==> src/rtl/modexp_pkg.sv <==
package modexp_pkg;

  typedef enum logic [1:0] {
    OP_SETUP  = 2'd0,
    OP_SQUARE = 2'd1,
    OP_FINAL  = 2'd2
  } opKind_t;

  typedef struct packed {
    logic    load;     // capture operands at start
    logic    opStart;  // prime lane operands, clear accumulators
    logic    step;     // one add-shift iteration in both lanes
    logic    commit;   // write lane results back to Z / P
    opKind_t op;       // which pass is in flight
  } ctrlStrobe_t;

endpackage

==> src/rtl/mont_step.sv <==
module mont_step #(
  parameter int AW = 20
) (
  input  logic [AW-1:0] accIn,
  input  logic [AW-1:0] nIn,
  input  logic [AW-1:0] bIn,
  input  logic          aBit,
  output logic [AW-1:0] accOut
);
  logic [AW:0] sum;

  always_comb begin
    // make the accumulator even, halve it, then add the selected multiple of B
    sum    = {1'b0, accIn} + (accIn[0] ? {1'b0, nIn} : '0);
    accOut = AW'(sum >> 1) + (aBit ? bIn : '0);
  end
endmodule

==> src/rtl/modexp_ctrl.sv <==
module modexp_ctrl
  import modexp_pkg::*;
#(
  parameter int K = 16,
  parameter int H = 16
) (
  input  logic        clk,
  input  logic        rstN,
  input  logic        start,
  output ctrlStrobe_t strb,
  output logic        busy,
  output logic        done
);
  localparam int STEPS = K + 3;
  localparam int ITW   = $clog2(STEPS) + 1;
  localparam int BCW   = $clog2(H) + 1;

  typedef enum logic [2:0] {S_IDLE, S_BEGIN, S_RUN, S_COMMIT, S_DONE} state_t;

  state_t          state;
  opKind_t         opReg;
  logic [ITW-1:0]  iter;
  logic [BCW-1:0]  bitCnt;

  always_ff @(posedge clk or negedge rstN) begin
    if (!rstN) begin
      state  <= S_IDLE;
      opReg  <= OP_SETUP;
      iter   <= '0;
      bitCnt <= '0;
    end else begin
      unique case (state)
        S_IDLE: if (start) begin
          state <= S_BEGIN;
          opReg <= OP_SETUP;
        end
        S_BEGIN: begin
          iter  <= '0;
          state <= S_RUN;
        end
        S_RUN: begin
          iter <= iter + 1'b1;
          if (iter == ITW'(STEPS - 1)) state <= S_COMMIT;
        end
        S_COMMIT: begin
          unique case (opReg)
            OP_SETUP: begin
              opReg  <= OP_SQUARE;
              bitCnt <= '0;
              state  <= S_BEGIN;
            end
            OP_SQUARE: begin
              bitCnt <= bitCnt + 1'b1;
              if (bitCnt == BCW'(H - 1)) opReg <= OP_FINAL;
              state <= S_BEGIN;
            end
            default: state <= S_DONE;
          endcase
        end
        default: state <= S_IDLE;
      endcase
    end
  end

  always_comb begin
    strb.load    = (state == S_IDLE) && start;
    strb.opStart = (state == S_BEGIN);
    strb.step    = (state == S_RUN);
    strb.commit  = (state == S_COMMIT);
    strb.op      = opReg;
  end

  assign busy = (state != S_IDLE);
  assign done = (state == S_DONE);

  p_done_pulse_r6: assert property (@(posedge clk) disable iff (!rstN)
    done |=> !done);
  p_done_busy_r6: assert property (@(posedge clk) disable iff (!rstN)
    done |-> busy);
  p_accept_r7: assert property (@(posedge clk) disable iff (!rstN)
    (!busy && start) |=> (busy && strb.opStart && strb.op == OP_SETUP));
  p_no_reload_r7: assert property (@(posedge clk) disable iff (!rstN)
    busy |-> !strb.load);
endmodule

==> src/rtl/modexp_dp.sv <==
module modexp_dp
  import modexp_pkg::*;
#(
  parameter int K = 16,
  parameter int H = 16
) (
  input  logic        clk,
  input  logic        rstN,
  input  ctrlStrobe_t strb,
  input  logic [K-1:0] modulus,
  input  logic [K-1:0] base,
  input  logic [H-1:0] exponent,
  input  logic [K-1:0] rSquare,
  output logic [K-1:0] result
);
  localparam int AW    = K + 4;  // covers partial sums up to about 6N
  localparam int LANES = 2;      // lane 0: square Z, lane 1: multiply P

  logic [AW-1:0] nReg, xReg, wReg, zReg, pReg, bReg;
  logic [H-1:0]  expShift;
  logic [AW-1:0] aShift  [LANES];
  logic [AW-1:0] acc     [LANES];
  logic [AW-1:0] nextAcc [LANES];

  for (genvar g = 0; g < LANES; g++) begin : g_lane
    mont_step #(.AW(AW)) u_step (
      .accIn (acc[g]),
      .nIn   (nReg),
      .bIn   (bReg),
      .aBit  (aShift[g][0]),
      .accOut(nextAcc[g])
    );
  end

  always_ff @(posedge clk or negedge rstN) begin
    if (!rstN) begin
      nReg     <= '0;
      xReg     <= '0;
      wReg     <= '0;
      zReg     <= '0;
      pReg     <= '0;
      bReg     <= '0;
      expShift <= '0;
      for (int i = 0; i < LANES; i++) begin
        aShift[i] <= '0;
        acc[i]    <= '0;
      end
    end else begin
      if (strb.load) begin
        nReg     <= AW'(modulus);
        xReg     <= AW'(base);
        wReg     <= AW'(rSquare);
        expShift <= exponent;
      end
      if (strb.opStart) begin
        for (int i = 0; i < LANES; i++) acc[i] <= '0;
        unique case (strb.op)
          OP_SETUP: begin
            aShift[0] <= xReg;
            aShift[1] <= AW'(1);
            bReg      <= wReg;
          end
          OP_SQUARE: begin
            aShift[0] <= zReg;
            aShift[1] <= pReg;
            bReg      <= zReg;   // shared right operand: the old Z
          end
          default: begin
            aShift[0] <= pReg;
            aShift[1] <= pReg;
            bReg      <= AW'(1);
          end
        endcase
      end
      if (strb.step) begin
        for (int i = 0; i < LANES; i++) begin
          acc[i]    <= nextAcc[i];
          aShift[i] <= aShift[i] >> 1;
        end
      end
      if (strb.commit) begin
        unique case (strb.op)
          OP_SETUP: begin
            zReg <= acc[0];
            pReg <= acc[1];
          end
          OP_SQUARE: begin
            zReg     <= acc[0];
            if (expShift[0]) pReg <= acc[1];
            expShift <= expShift >> 1;
          end
          default: pReg <= acc[1];
        endcase
      end
    end
  end

  assign result = pReg[K-1:0];

  p_result_below_n_r2: assert property (@(posedge clk) disable iff (!rstN)
    (strb.commit && strb.op == OP_FINAL) |=> (pReg < nReg));
  p_clear_bit_keeps_p_r1: assert property (@(posedge clk) disable iff (!rstN)
    (strb.commit && strb.op == OP_SQUARE && !expShift[0]) |=> $stable(pReg));
  p_operands_frozen_r7: assert property (@(posedge clk) disable iff (!rstN)
    (strb.step || strb.commit) |=> ($stable(nReg) && $stable(xReg)));
endmodule

==> src/rtl/mont_modexp.sv <==
module mont_modexp
  import modexp_pkg::*;
#(
  parameter int K = 16,
  parameter int H = 16
) (
  input  logic         clk,
  input  logic         rstN,
  input  logic         start,
  input  logic [K-1:0] modulus,
  input  logic [K-1:0] base,
  input  logic [H-1:0] exponent,
  input  logic [K-1:0] rSquare,
  output logic         busy,
  output logic         done,
  output logic [K-1:0] result
);
  ctrlStrobe_t strb;

  modexp_ctrl #(.K(K), .H(H)) u_ctrl (
    .clk  (clk),
    .rstN (rstN),
    .start(start),
    .strb (strb),
    .busy (busy),
    .done (done)
  );

  modexp_dp #(.K(K), .H(H)) u_dp (
    .clk     (clk),
    .rstN    (rstN),
    .strb    (strb),
    .modulus (modulus),
    .base    (base),
    .exponent(exponent),
    .rSquare (rSquare),
    .result  (result)
  );

  p_result_hold_r9: assert property (@(posedge clk) disable iff (!rstN)
    !busy |=> $stable(result));
endmodule

==> config.mk <==
export PLATFORM = sky130hd
export DESIGN_NAME = mont_modexp
export DESIGN_NICKNAME = d
export VERILOG_FILES = /design/src/rtl/modexp_pkg.sv /design/src/rtl/mont_step.sv /design/src/rtl/modexp_ctrl.sv /design/src/rtl/modexp_dp.sv /design/src/rtl/mont_modexp.sv
export SDC_FILE = /design/constraint.sdc
export NUM_CORES = 1
export LEC_CHECK = 0
export ABC_AREA = 1
export BUFFER_PORTS_ARGS = -buffer_cell sky130_fd_sc_hd__buf_2
export CORE_MARGIN = 4
export CORE_UTILIZATION = 30
export DETAILED_ROUTE_END_ITERATION = 10
export SYNTH_ARGS = -nofsm -noshare
export SYNTH_HDL_FRONTEND = slang
export SYNTH_SLANG_ARGS = --single-unit
==> constraint.sdc <==
create_clock -name clk -period 8.52 [get_ports clk]
set_clock_uncertainty 0.1 [all_clocks]
set_input_delay 1.278 -clock clk [delete_from_list [all_inputs] [get_ports clk]]
set_output_delay 1.278 -clock clk [all_outputs]
set_load 0.02 [all_outputs]
# Yosys cells after proc, flatten, opt, wreduce, memory -nomap -nowiden

Cells that the tools add are included.

Word-level logic and storage cells: 71
Input port bits: 67
Register bits: 220

$add $sub $neg: 6
Eq/ne operators: 12
Multiplexer cells: 25
Reductions and logical operators: 13

Operator list:

| cell                  | count |
|---|---|
| $mux W40              | 4 |
| $mux W16              | 5 |
| $mux W20              | 4 |
| $pmux W40 S2          | 1 |
| $add A20 B21 Y21      | 2 |
| $add A20 B20 Y20      | 2 |
| $pmux W20 S2          | 1 |
| $pmux W3 S4           | 1 |
| $pmux W6 S2           | 1 |
| $pmux W5 S2           | 1 |
| $mux W3               | 3 |
| $pmux W2 S2           | 2 |
| $reduce_and A2 Y1     | 4 |
| $add A6 B1 Y6 const B | 1 |
| $eq A3 B2 Y1 const B  | 2 |
| $eq A6 B5 Y1 const B  | 1 |
| $reduce_bool A2 Y1    | 3 |
| $add A5 B1 Y5 const B | 1 |
| $eq A5 B4 Y1 const B  | 1 |
| $mux W2               | 2 |
| $ne A2 B1 Y1 const B  | 2 |
| $reduce_and A4 Y1     | 1 |
| $eq A3 B1 Y1 const B  | 1 |
| $eq A3 B3 Y1 const B  | 1 |
| other kinds (9)       | 9 |

# Longest topological paths before layout

Word-level depth: 5
Mapped depth: 25

# Hierarchy

From an unflattened synthesis, not the netlist that was laid out.

Cells, all modules: 2032
Area, all modules: 14888.0 um^2

Modules (own cells, without submodules):

| module                             | cells an instance | area an instance (um^2) | sequential area each (um^2) | instances |
|---|---|---|---|---|
| modexp_dp                          | 943               | 8724.6                  | 5104.9                      | 1 |
| mont_step at u_dp.g_lane[1].u_step | 487               | 2646.3                  | 0.0                         | 1 |
| mont_step at u_dp.g_lane[0].u_step | 487               | 2632.5                  | 0.0                         | 1 |
| modexp_ctrl                        | 115               | 884.6                   | 400.4                       | 1 |

# Least setup slack after synthesis

OpenSTA, ideal clock, no wires.

Kind: flip-flop to flip-flop
From: register u_dp.acc[0] (netlist name)
To: register u_dp.acc[19] (netlist name)
Data arrival time: 3.017 ns
Clock period less this slack: 3.235 ns
Cell stages (with the launch flop): 24
Path slack: 5.285 ns
Library setup time: 0.118 ns
Cells stage by stage: dfrtp_1 -> buf_2 -> clkbuf_1 -> nand2_1 -> inv_1 -> ha_1 -> a21o_1 -> a31oi_1 -> o21ai_0 -> a21oi_1 -> inv_1 -> nand2_1 -> nand2_1 -> ha_1 -> nand2_1 -> inv_1 -> nand2_1 -> nor2_1 -> nand2_1 -> nor2_1 -> nand3b_1 -> nand3_1 -> nand3_1 -> nand2_1

Longest elaborated chain between the ends: 4

RTL lines:

| what                            | RTL line        | RTL |
|---|---|---|
| start, declared                 | modexp_dp.sv:22 | `logic [AW-1:0] acc [LANES];` |
| start signal, assigned by index | modexp_dp.sv:77 | `acc[i] <= nextAcc[i];` |
| $mux W16                        | mont_step.sv:14 | `sum = {1'b0, accIn} + (accIn[0] ? {1'b0, nIn} : '0);` |
| $add A20 B21 Y21 (*)            | mont_step.sv:14 |  |
| $add A20 B20 Y20 (*)            | mont_step.sv:15 | `accOut = AW'(sum >> 1) + (aBit ? bIn : '0);` |
| $mux W40 (*)                    | modexp_dp.sv:75 | `if (strb.step) begin` |

Mark *: on every way between the ends. The rest lies on a longest branch, timed or not.
A chain may end at the register's enable or synchronous reset.

# Worst setup path in the final report

Same ends and word-level chain as after synthesis.

==> metrics list <==
* Final slew viol count: 0
- In this run the power spent charging and discharging nets is 2.798 mW.
- Clk sink count: 220
- Buffers inserted to repair hold after CTS numbered 0.
* Mux contribution to synthesized area: 0.001644
- Required time reported for the critical path endpoint: 8880 ps
- Clock latency on the worst-skew pair, taken at its later pin, is 580 ps.
- Number of nets still failing antenna checks after routing: 0
* Worst rel slew slack: 0.2724
- On the worst path, the slowest cell contributes a delay of 640 ps.
- Of the total power, combinational logic draws 0.461.
- The share of total power dissipated in the clock network is 0.213.
* Core Util, Final: 0.3421
- Clock-pin transition on the worst setup and hold timing paths: 60 ps
* Transition time at the pin with the least slew margin: 1091 ps
* Compound-cell area share of the yosys netlist: 0.1504
* Total design power: 5.873 mW
- Most frequent standard cell in the layout excluding fill and tap cells: sky130_fd_sc_hd__nand2_1
- The flow ran to the end, and the final reports show no timing, DRC or antenna violations.
- Across the run, the number of max-cap violations was 0.
* Cell with the largest stage delay on the worst path: sky130_fd_sc_hd__dfrtp_1
- Top cell type's share of synthesized area: 0.4019
* Arr. time, crit path: 4470 ps
- Number of distinct library cells after synthesis: 42
- Kind of path behind the tightest hold check: flip-flop to flip-flop
- Kind of start point of the critical path: flip-flop
* Wire length of the first global-routing pass: 70.87 mm
* Detail-routed net length per standard cell: 17.70 um
- Sequential share of power: 0.326
* Total iterations of the first detailed-routing run: 6
- Counting the buffers created by CTS gives 27.
- The worst hold path terminates at u_dp.zReg[13]$_DFFE_PN0P_.
- Relative to the synthesized area, the layout overhead comes to 13.08%.
- Wirelength, routed: 45.00 mm
* Most used cells in the layout excluding fill and tap cells: sky130_fd_sc_hd__nand2_1 (654), sky130_fd_sc_hd__inv_1 (225), sky130_fd_sc_hd__dfrtp_1 (220)
- Gr ovfl total: 0
- Achievable Freq: 243.5 MHz
- Initial antenna violation count: 0
- Number of enable flip-flop cells after synthesis: 0
- Largest family of logic cells by synthesized area: simple AND/OR/NAND/NOR gates
- Of the total power, the share spent switching nets is 0.4764.
* Predominant post-synthesis flop cell: sky130_fd_sc_hd__dfrtp_1
- TritonCTS built the clock tree.
* Average cell area after synthesis: 7.259 um2
- In the final layout, the multi-input gates occupy 6904 um2.
- Crit path time final: 4107 ps
- In this run the critical register-to-register path is launched from u_dp.acc[0]$_DFFE_PN0P_.
- Post-synthesis register bit count: 220
* Max FO, Critical Path: 17
- Setup repair after global routing left no endpoint under its margin.
- The clock passes through at most 3 buffers.
* Die outline area: 49140 um2
- DIE WIDTH: 221.7 um
- Counting stages on the worst path, the most repeated cell is sky130_fd_sc_hd__nand2_1.
- The tree is rooted in a sky130_fd_sc_hd__clkbuf_16.
- The biggest area contributor in the post-synthesis netlist is sky130_fd_sc_hd__dfrtp_1.
- Summing all flip-flop and latch instances after layout gives 5505 um2.
* Post-synth net total: 2030
- In the routed design, unresolved DRC markers number 0.
* Total via count in the routed design: 12680
* Adder-cell area share of the yosys netlist: 0.07161
- Pin placement for this block handled 85 I/O pins.
- Gpl congestion: 0.9425
- For the worst flop-to-flop path, the logic depth is 20.
- FFs w/ async S/R, synth: 1.000
- Drt via density: 4.987
- Top area cells in the synthesized netlist: sky130_fd_sc_hd__dfrtp_1 (40%), sky130_fd_sc_hd__nand2_1 (18%), sky130_fd_sc_hd__ha_1 (6.6%)
- After synthesis the cells add up to 13700 um2.
- In the final layout, the share of cells above drive strength 1 is 0.08543.
- Pin count of the biggest net entering global routing: 121
- Synth warnings: 0
- R2R Path End: u_dp.acc[19]$_DFFE_PN0P_
- Dividing the final minimum period by the clock period gives 0.4821.
- Number of global-route vias before repair: 12270
- The count of buffers added on input and output ports is 84.
- The floorplan step set the die height to 221.7 um.
- The setup check on the worst reg-to-reg path leaves a slack of 4410 ps.
- Std-Cell Rows: 78
- The detailed router finished its first iteration with 1082 violations.
- The floorplan step defined a core boundary enclosing 45280 um2.
* Resized cells post-CTS: 0
- Setup repair bufs after CTS: 0
- Across the VDD grid, the largest voltage drop is 0.0002360 V.
- Number of filler cells placed in the layout: 4897
* Number of cells on the worst hold path: 2
- Internal power comes to 3.075 mW.
* Detail Placement HPWL: 33.86 mm
* Initial standard-cell utilization of the core: 0.3025
- Setup crit end kind: flip-flop
* Number of instances in the synthesized netlist: 1887
* Category of the critical setup timing path: flip-flop to flip-flop
- Standby leakage power: 8.327 nW
- Of the total synthesized cell area, the portion taken by AND, OR, NAND and NOR gates is 0.2597.
- Total setup violations reported at the end of the flow: 0
- Power spread over the standard cell area amounts to 379.2 nW/um2.
* Crit path cell chain: nand2_1, fa_1, nand3b_1, nand2_1, a21oi_1, o21ai_0, nand2_1, nand3_1, xor2_1, ha_1, nand2_1, inv_1, nand2_1, nor2_1, nand2_1, nor2_1, nand3b_1, nand3_1, nand3_1, nand2_1
- Setup total negative slack: 0 ps
- Number of hold violations in the final report: 0
* Tot GR Track Use: 0.1792
* Share of the synthesized netlist area taken by xor and xnor gates: 0.01982
- The repair_antennas step left the layout with diodes totalling 0.
* Number of H-tree branching levels: 1
- Register area share after synthesis: 0.4019
- After the last flow step, the layout net total stands at 2067.
- Launch instance of the worst min-delay path: u_dp.zReg[13]$_DFFE_PN0P_
==> power groups by stage <==
stage	sequential, mW	combinational, mW	clock (mW)
3_3_place_gp	1.92	2.67	0
3_5_place_dp	1.92	2.68	0
2_1_floorplan	1.66	2.07	0
6_report	1.92	2.71	1.25
4_1_cts	1.91	2.69	1.28
5_1_grt	1.96	3.06	1.32
==> cells by family after synthesis <==
kind of cell    count (synthesis)
buf+inv                       317
xor+xnor                       31
fa+ha+maj                      76
mux                             2
compound gates                357
simple gates                  884
flops                         220
==> worst max-delay path by stage <==
stage / start / end / cells after the start
after floorplan: u_dp.acc[0]$_DFFE_PN0P_ / u_dp.acc[19]$_DFFE_PN0P_ / 23
after global placement: u_dp.acc[0]$_DFFE_PN0P_ / u_dp.acc[19]$_DFFE_PN0P_ / 20
after detailed placement: u_dp.acc[20]$_DFFE_PN0P_ / u_dp.acc[39]$_DFFE_PN0P_ / 20
after CTS: u_dp.acc[0]$_DFFE_PN0P_ / u_dp.acc[19]$_DFFE_PN0P_ / 20
after global routing: u_dp.acc[20]$_DFFE_PN0P_ / u_dp.acc[39]$_DFFE_PN0P_ / 20
final: u_dp.acc[0]$_DFFE_PN0P_ / u_dp.acc[19]$_DFFE_PN0P_ / 20
==> flip-flops by register name (all words and copies together), names as in the netlist <==
signal / flops
u_dp.aShift: 40
u_dp.acc: 40
u_dp.bReg: 20
u_dp.pReg: 20
u_dp.zReg: 20
u_dp.expShift: 16
u_dp.nReg: 16
u_dp.wReg: 16
u_dp.xReg: 16
u_ctrl.iter: 6
u_ctrl.bitCnt: 5
u_ctrl.state: 3
u_ctrl.opReg: 2
==> stage by stage <==
stage / std cells / hold slack [ps] / area, um2 / worst slack [ps]
CTS: 2543 / 381.9 / 15490 / 4443
floorplan: 1887 / 342.2 / 13700 / 5285
detailed placement: 2495 / 365.5 / 14520 / 4464
global placement: 2495 / 360.1 / 14520 / 4504
finish: 2543 / 382.3 / 15490 / 4413
global route: 2543 / 396.6 / 15490 / 3974
==> routing by layer <==
layer	wire, um	track usage	share of wire
met5	0	0	0
met4	1324	0.04622	0.029
met3	2677	0.02516	0.059
met2	19530	0.2804	0.43
met1	21470	0.2618	0.48
==> layout make-up <==
type	instances	share of cell area
multi-input combinational	1350	0.4457
clock buffer	34	0.04919
clock inverter	14	0.01333
timing repair buffer	91	0.03118
tap	600	0.04847
sequential	220	0.3554
inverter	234	0.05670
==> critical path: cells and delay by family, from the launching register on <==
kind,cells,cell delay [ps]
fa+ha+maj,2,830
compound gates,2,440
flops,1,640
buf+inv,1,90
xor+xnor,1,80
simple gates,14,1800
==> cells in the mapped netlist (all sizes together) (16+ instances only) <==
master and count:
buf 49, a31oi 16, inv 234, a22oi 16
nand2 655, nand3 66, a21oi 128, nor2 118
ha 72, dfrtp 220, o21ai 112, xor2 19
clkbuf 34, o22ai 36, nand4 20
No activity file was read; power rests on OpenSTA's default activity.
